`src/rtl/spi_ctrl_pkg.sv`:
```
package spi_ctrl_pkg;

  typedef enum logic [1:0] {
    BUS_IDLE  = 2'd0,
    BUS_WRITE = 2'd1,
    BUS_READ  = 2'd2
  } bus_op_e;

  // Writes take precedence over reads when both qualifiers are raised.
  function automatic bus_op_e decode_op(input logic sel, input logic wr, input logic rd);
    if (!sel)    return BUS_IDLE;
    if (wr)      return BUS_WRITE;
    if (rd)      return BUS_READ;
    return BUS_IDLE;
  endfunction

endpackage

```
`src/rtl/ctrl_fields.sv`:
```
module ctrl_fields #(
  parameter int W = 6
) (
  input  logic         clk,
  input  logic         rst_n,
  input  logic         load,
  input  logic [W-1:0] din,
  output logic [W-1:0] q
);

  logic [W-1:0] q_nxt;

  always_comb begin
    q_nxt = q;
    if (load) q_nxt = din;
  end

  always_ff @(posedge clk or negedge rst_n) begin
    if (!rst_n) q <= '0;
    else        q <= q_nxt;
  end

  // fields hold without a write
  p_hold_r2: assert property (@(posedge clk) disable iff (!rst_n)
    !load |=> $stable(q));

endmodule

```
`src/rtl/done_flag.sv`:
```
module done_flag (
  input  logic clk,
  input  logic rst_n,
  input  logic sw_wr,
  input  logic sw_bit,
  input  logic hw_set,
  output logic flag
);

  logic flag_nxt;

  // Hardware set is applied last so a completion is never lost.
  always_comb begin
    flag_nxt = flag;
    if (sw_wr)  flag_nxt = sw_bit;
    if (hw_set) flag_nxt = 1'b1;
  end

  always_ff @(posedge clk or negedge rst_n) begin
    if (!rst_n) flag <= 1'b0;
    else        flag <= flag_nxt;
  end

  p_hw_set_wins_r4: assert property (@(posedge clk) disable iff (!rst_n)
    hw_set |=> flag);

  p_sw_clear_r5: assert property (@(posedge clk) disable iff (!rst_n)
    (sw_wr && !sw_bit && !hw_set) |=> !flag);

  p_sw_set_r5: assert property (@(posedge clk) disable iff (!rst_n)
    (sw_wr && sw_bit) |=> flag);

endmodule

```
`src/rtl/cs_decode.sv`:
```
module cs_decode #(
  parameter int NUM_DEV = 4,
  parameter int SEL_W   = (NUM_DEV > 1) ? $clog2(NUM_DEV) : 1
) (
  input  logic               en,
  input  logic [SEL_W-1:0]   idx,
  output logic [NUM_DEV-1:0] cs_n
);

  for (genvar d = 0; d < NUM_DEV; d++) begin : g_line
    assign cs_n[d] = ~(en && (idx == SEL_W'(d)));
  end

endmodule

```
`src/rtl/rd_driver.sv`:
```
module rd_driver #(
  parameter int W = 8
) (
  input  logic         rd,
  input  logic [W-1:0] value,
  output logic [W-1:0] rdata,
  output logic         oe
);

  always_comb begin
    oe    = rd;
    rdata = rd ? value : '0;
  end

endmodule

```
`src/rtl/spi_ctrl_reg.sv`:
```
module spi_ctrl_reg #(
  parameter int DIV_W   = 2,
  parameter int NUM_DEV = 4,
  localparam int SEL_W  = (NUM_DEV > 1) ? $clog2(NUM_DEV) : 1,
  localparam int REG_W  = DIV_W + SEL_W + 4
) (
  input  logic               clk,
  input  logic               rst_n,
  input  logic               reg_sel,
  input  logic               wr_en,
  input  logic               rd_en,
  input  logic [REG_W-1:0]   wdata,
  input  logic               shift_done,
  output logic [REG_W-1:0]   rdata,
  output logic               rdata_oe,
  output logic [DIV_W-1:0]   div_sel,
  output logic [SEL_W-1:0]   dev_sel,
  output logic               dev_en,
  output logic               irq_en,
  output logic               xfer_done,
  output logic [NUM_DEV-1:0] cs_n,
  output logic               irq_n
);
  import spi_ctrl_pkg::*;

  localparam int LOW_W   = REG_W - 2;
  localparam int SEL_LSB = DIV_W;
  localparam int DEN_POS = DIV_W + SEL_W;
  localparam int IEN_POS = DEN_POS + 1;
  localparam int SPR_POS = REG_W - 2;
  localparam int DON_POS = REG_W - 1;

  bus_op_e          op;
  logic             do_wr;
  logic             do_rd;
  logic [LOW_W-1:0] low_q;
  logic [REG_W-1:0] reg_view;
  logic             unused_spare;

  assign op           = decode_op(reg_sel, wr_en, rd_en);
  assign do_wr        = (op == BUS_WRITE);
  assign do_rd        = (op == BUS_READ);
  assign unused_spare = wdata[SPR_POS];

  ctrl_fields #(.W(LOW_W)) u_fields (
    .clk  (clk),
    .rst_n(rst_n),
    .load (do_wr),
    .din  (wdata[LOW_W-1:0]),
    .q    (low_q)
  );

  done_flag u_done (
    .clk   (clk),
    .rst_n (rst_n),
    .sw_wr (do_wr),
    .sw_bit(wdata[DON_POS]),
    .hw_set(shift_done),
    .flag  (xfer_done)
  );

  assign div_sel  = low_q[DIV_W-1:0];
  assign dev_sel  = low_q[SEL_LSB +: SEL_W];
  assign dev_en   = low_q[DEN_POS];
  assign irq_en   = low_q[IEN_POS];
  assign reg_view = {xfer_done, 1'b0, low_q};

  cs_decode #(.NUM_DEV(NUM_DEV), .SEL_W(SEL_W)) u_cs (
    .en  (dev_en),
    .idx (dev_sel),
    .cs_n(cs_n)
  );

  rd_driver #(.W(REG_W)) u_rd (
    .rd   (do_rd),
    .value(reg_view),
    .rdata(rdata),
    .oe   (rdata_oe)
  );

  assign irq_n = ~(irq_en & xfer_done);

  p_spare_zero_r3: assert property (@(posedge clk) disable iff (!rst_n)
    rdata[SPR_POS] == 1'b0);

  p_quiet_bus_r6: assert property (@(posedge clk) disable iff (!rst_n)
    !rdata_oe |-> (rdata == '0));

  p_oe_needs_sel_r6: assert property (@(posedge clk) disable iff (!rst_n)
    rdata_oe |-> (reg_sel && rd_en && !wr_en));

  p_cs_onehot_r7: assert property (@(posedge clk) disable iff (!rst_n)
    $onehot0(~cs_n));

  p_cs_idle_r7: assert property (@(posedge clk) disable iff (!rst_n)
    !dev_en |-> (cs_n == '1));

  p_irq_cause_r8: assert property (@(posedge clk) disable iff (!rst_n)
    !irq_n |-> (irq_en && xfer_done));

endmodule

```
`config.mk`:
```
export PLATFORM = sky130hd
export DESIGN_NAME = spi_ctrl_reg
export DESIGN_NICKNAME = d
export VERILOG_FILES = /design/src/rtl/spi_ctrl_pkg.sv /design/src/rtl/ctrl_fields.sv /design/src/rtl/done_flag.sv /design/src/rtl/cs_decode.sv /design/src/rtl/rd_driver.sv /design/src/rtl/spi_ctrl_reg.sv
export SDC_FILE = /design/constraint.sdc
export NUM_CORES = 1
export LEC_CHECK = 0
export CORE_AREA = 3 3 43 45
export DETAILED_ROUTE_END_ITERATION = 7
export DIE_AREA = 0 0 46 48
export GPL_ROUTABILITY_DRIVEN = 0
export GPL_TIMING_DRIVEN = 0
export PLACE_DENSITY = 0.7
export SYNTH_ARGS = -nofsm -noshare
export SYNTH_HDL_FRONTEND = slang
export SYNTH_SLANG_ARGS = --single-unit
export TNS_END_PERCENT = 1
```
`constraint.sdc`:
```
create_clock -name clk -period 0.8 [get_ports clk]
set_input_delay 0.16 -clock clk [delete_from_list [all_inputs] [get_ports clk]]
set_output_delay 0.16 -clock clk [all_outputs]
set_load 0.005 [all_outputs]
```
==> results.md <==
- Fin area: 820 µm²
- Final Cycle Share: 160%
- Sequential-to-total area share from yosys stat: 44.9%
- Max cap viols: 0
- Iter 0 DRT Violations: 0
- Worst R2R Path Depth: 2
- Slew Viols, Final: 0
- Hold Buf Count CTS: 0
- # setup viols final: 25
- Total iterations of the first detailed-routing run: 1
- Worst-skew pair later-pin latency: 0.24 ns
- Comb pwr share: 38.1%
- Layout net count: 92
- HPWL Detailed: 838 µm
- Ys Warns: 0
- GR Overflow Total: 0
- R2r endpoint: u_fields.q[3]$_DFFE_PN0N_
- Drt drc: 0
- Filler-free cell count of the finished design: 93
- Share of layout cells above drive strength 1: 70.1%
- Root buf cell: clkbuf_4
- Status: finished, violations left
- Crit end category: output pin
- Switch share: 26.1%
- Area leader, netlist: dfrtp_1
- Core Region: 1510 µm²
- Vias in the first global route: 401
- CTS tree: built
- Antenna-violating nets left: 0
- Hold Crit Class: in2async
- Gr usage total: 13.8%
- Inst Count DP: 80
- Worst R2R Setup Slack: -0.10 ns
- Final Hold Fails: 0
- Setup tns final: -5.82 ns
- Leakage: 0.410 nW
- Htree depth: 1
- Initial Util: 25.9%
- Failing checks: negative setup slack
- Crit start category: flip-flop
- Internal: 900 µW
- Synthesized area: 390 µm²
- Avg Vias per Cell: 4.29
- Clock Skew: 0 ns
- Wire per inst: 13.7 µm
- Tmin final: 1.28 ns
- Cells after Synth: 32
- Net Count, Synth: 46
- RSZ-0062 raised after global routing: yes
- Port buffer count: 32
- I/O pin total: 35
- Power Density: 1490 nW/µm²
- Clk sinks: 7
- Worst R2R Start: u_fields.q[3]$_DFFE_PN0N_
- Post-synthesis cell type count: 14
- Detailed Route WL: 1270 µm
- Die area: 2210 µm²
- Required time of the critical path: 0.64 ns
- Layout area overhead: 110%
- Maximum vdd ir drop: 0.875 mV
- Clock transition at the registers of the reported paths: 0.05 ns
- Critical path type: reg2out
- Clock buffer depth: 2
- Max Freq: 780 MHz
- Placed inst area: 731 µm²
- Die width: 46 µm
- Setup ws final: -0.483 ns
- DIE HEIGHT: 48 µm
- Antenna violations before repair: 0
- Psw: 318 µW
- Top post-synthesis cells by area: dfrtp_1 45%, mux2_2 17%, and2_4 16%, nand3b_1 3.8%, buf_6 2.9%
- Row cnt: 14
- Avg Inst Size Synth: 12.2 µm²
- TritonCTS Buffers: 3
- Number of synthesized register bits: 7
- DR vias: 399
- Inserted Diodes: 0
- Post-synth top area share: 44.9%
- Part of the power in registers: 35.9%
- Global-route wire length before repair: 1970 µm
- Worst Path Max Fanout: 2
- Arrival time of the worst setup path: 1.12 ns
- Clock network power share: 26.0%
- Largest net degree at the start of global routing: 8
power by group through the flow:
stage | Sequential (mW) | Combinational [mW] | Clock (mW)
detailed placement | 0.467 | 0.385 | 0
CTS | 0.438 | 0.475 | 0.333
global route | 0.448 | 0.501 | 0.354
floorplan | 0.461 | 0.116 | 0
global placement | 0.465 | 0.379 | 0
finish | 0.438 | 0.464 | 0.317
routing by layer:
metal / routed length [µm] / part of all wire, % / vias up / GRT usage [%]
met4: 27 / 2.1 / 0 / 11.9
li1: - / - / 197 / -
met3: 103 / 8.1 / 2 / 2.63
met1: 486 / 38 / 182 / 15.5
met2: 657 / 52 / 18 / 22.3
met5: 0 / 0 / - / 0
timing repair:
item                       4_1_cts  5_1_grt
pin swaps                        5        2
buffers inserted                 9        0
gates resized for setup        102        7
setup endpoints to repair       27       25
cells in the final DEF, fill, tap and decap left out:
| master | instances |
|---|---|
| buf_6 | 19 |
| clkdlybuf4s50_1 | 9 |
| and2_4 | 7 |
| buf_2 | 7 |
| clkbuf_2 | 6 |
| dfrtp_1 | 5 |
| mux2_4 | 4 |
| clkbuf_4 | 3 |
| nand3b_1 | 2 |
| mux2_2 | 2 |
| buf_4 | 2 |
| dfrtp_2 | 2 |
| and3b_1 | 1 |
| nand3_1 | 1 |
| or3b_1 | 1 |
| nand2_1 | 1 |
| nand2_2 | 1 |
| and3_2 | 1 |
| a211o_1 | 1 |
| conb_1 | 1 |
| clkbuf_1 | 1 |
worst max-delay path: stages, from the launching register on:
cell and delay [ns]:
dfrtp_2 0.41, or3b_1 0.34, buf_2 0.13
registers in the layout (all words and copies together), names as in the netlist:
register and count:
u_done.flag 1, u_fields.q 6
synthesized netlist by cell type:
master,instances
a211o_1,1
buf_4,1
conb_1,1
dfrtp_1,7
nand2_2,1
and2_4,7
mux2_2,6
nand3b_1,2
or3b_1,1
and3_2,1
nand2_1,1
buf_6,1
nand3_1,1
and3b_1,1
cells by family (layout without fill, tap and decap cells):
| logic type | Yosys count | count (layout) | synth area share (%) |
|---|---|---|---|
| AO/OA/AOI/OAI | 1 | 1 | 2.24 |
| buffers and inverters | 2 | 47 | 4.81 |
| flip-flops | 7 | 7 | 44.9 |
| multiplexers | 6 | 6 | 17.3 |
| other | 1 | 1 | 0.961 |
| AND/OR/NAND/NOR | 15 | 15 | 29.8 |
worst max path at each step:
stage	start	end	slack [ns]	cells after the start
5_1_grt	u_fields.q[2]$_DFFE_PN0N_	cs_n[0]	-0.54	2
3_3_place_gp	reg_sel	rdata[1]	-0.96	5
2_1_floorplan	u_fields.q[3]$_DFFE_PN0N_	cs_n[0]	-0.16	1
3_5_place_dp	reg_sel	rdata[1]	-0.98	5
4_1_cts	u_fields.q[3]$_DFFE_PN0N_	cs_n[0]	-0.49	2
6_report	u_fields.q[3]$_DFFE_PN0N_	cs_n[0]	-0.48	2
through the flow:
stage	utilization, %	hold WS (ns)	power (mW)	setup WS [ns]
floorplan	-	-0.136	0.577	-0.162
detailed placement	48.5	0.442	0.852	-0.978
global placement	48.5	0.444	0.844	-0.962
global route	54.4	0.185	1.30	-0.542
finish	54.4	0.173	1.22	-0.483
CTS	56.1	0.173	1.25	-0.489
area by class of cell:
| cell class | count | area, µm² |
|---|---|---|
| flip-flops and latches | 7 | 178 |
| multi-input cells | 23 | 211 |
| fillers | 152 | 687 |
| repair buffers | 41 | 365 |
| well taps | 16 | 20.0 |
| clock buffers | 4 | 26.3 |
| plain buffers | 2 | 18.8 |
(Power assumes the default switching activity.)
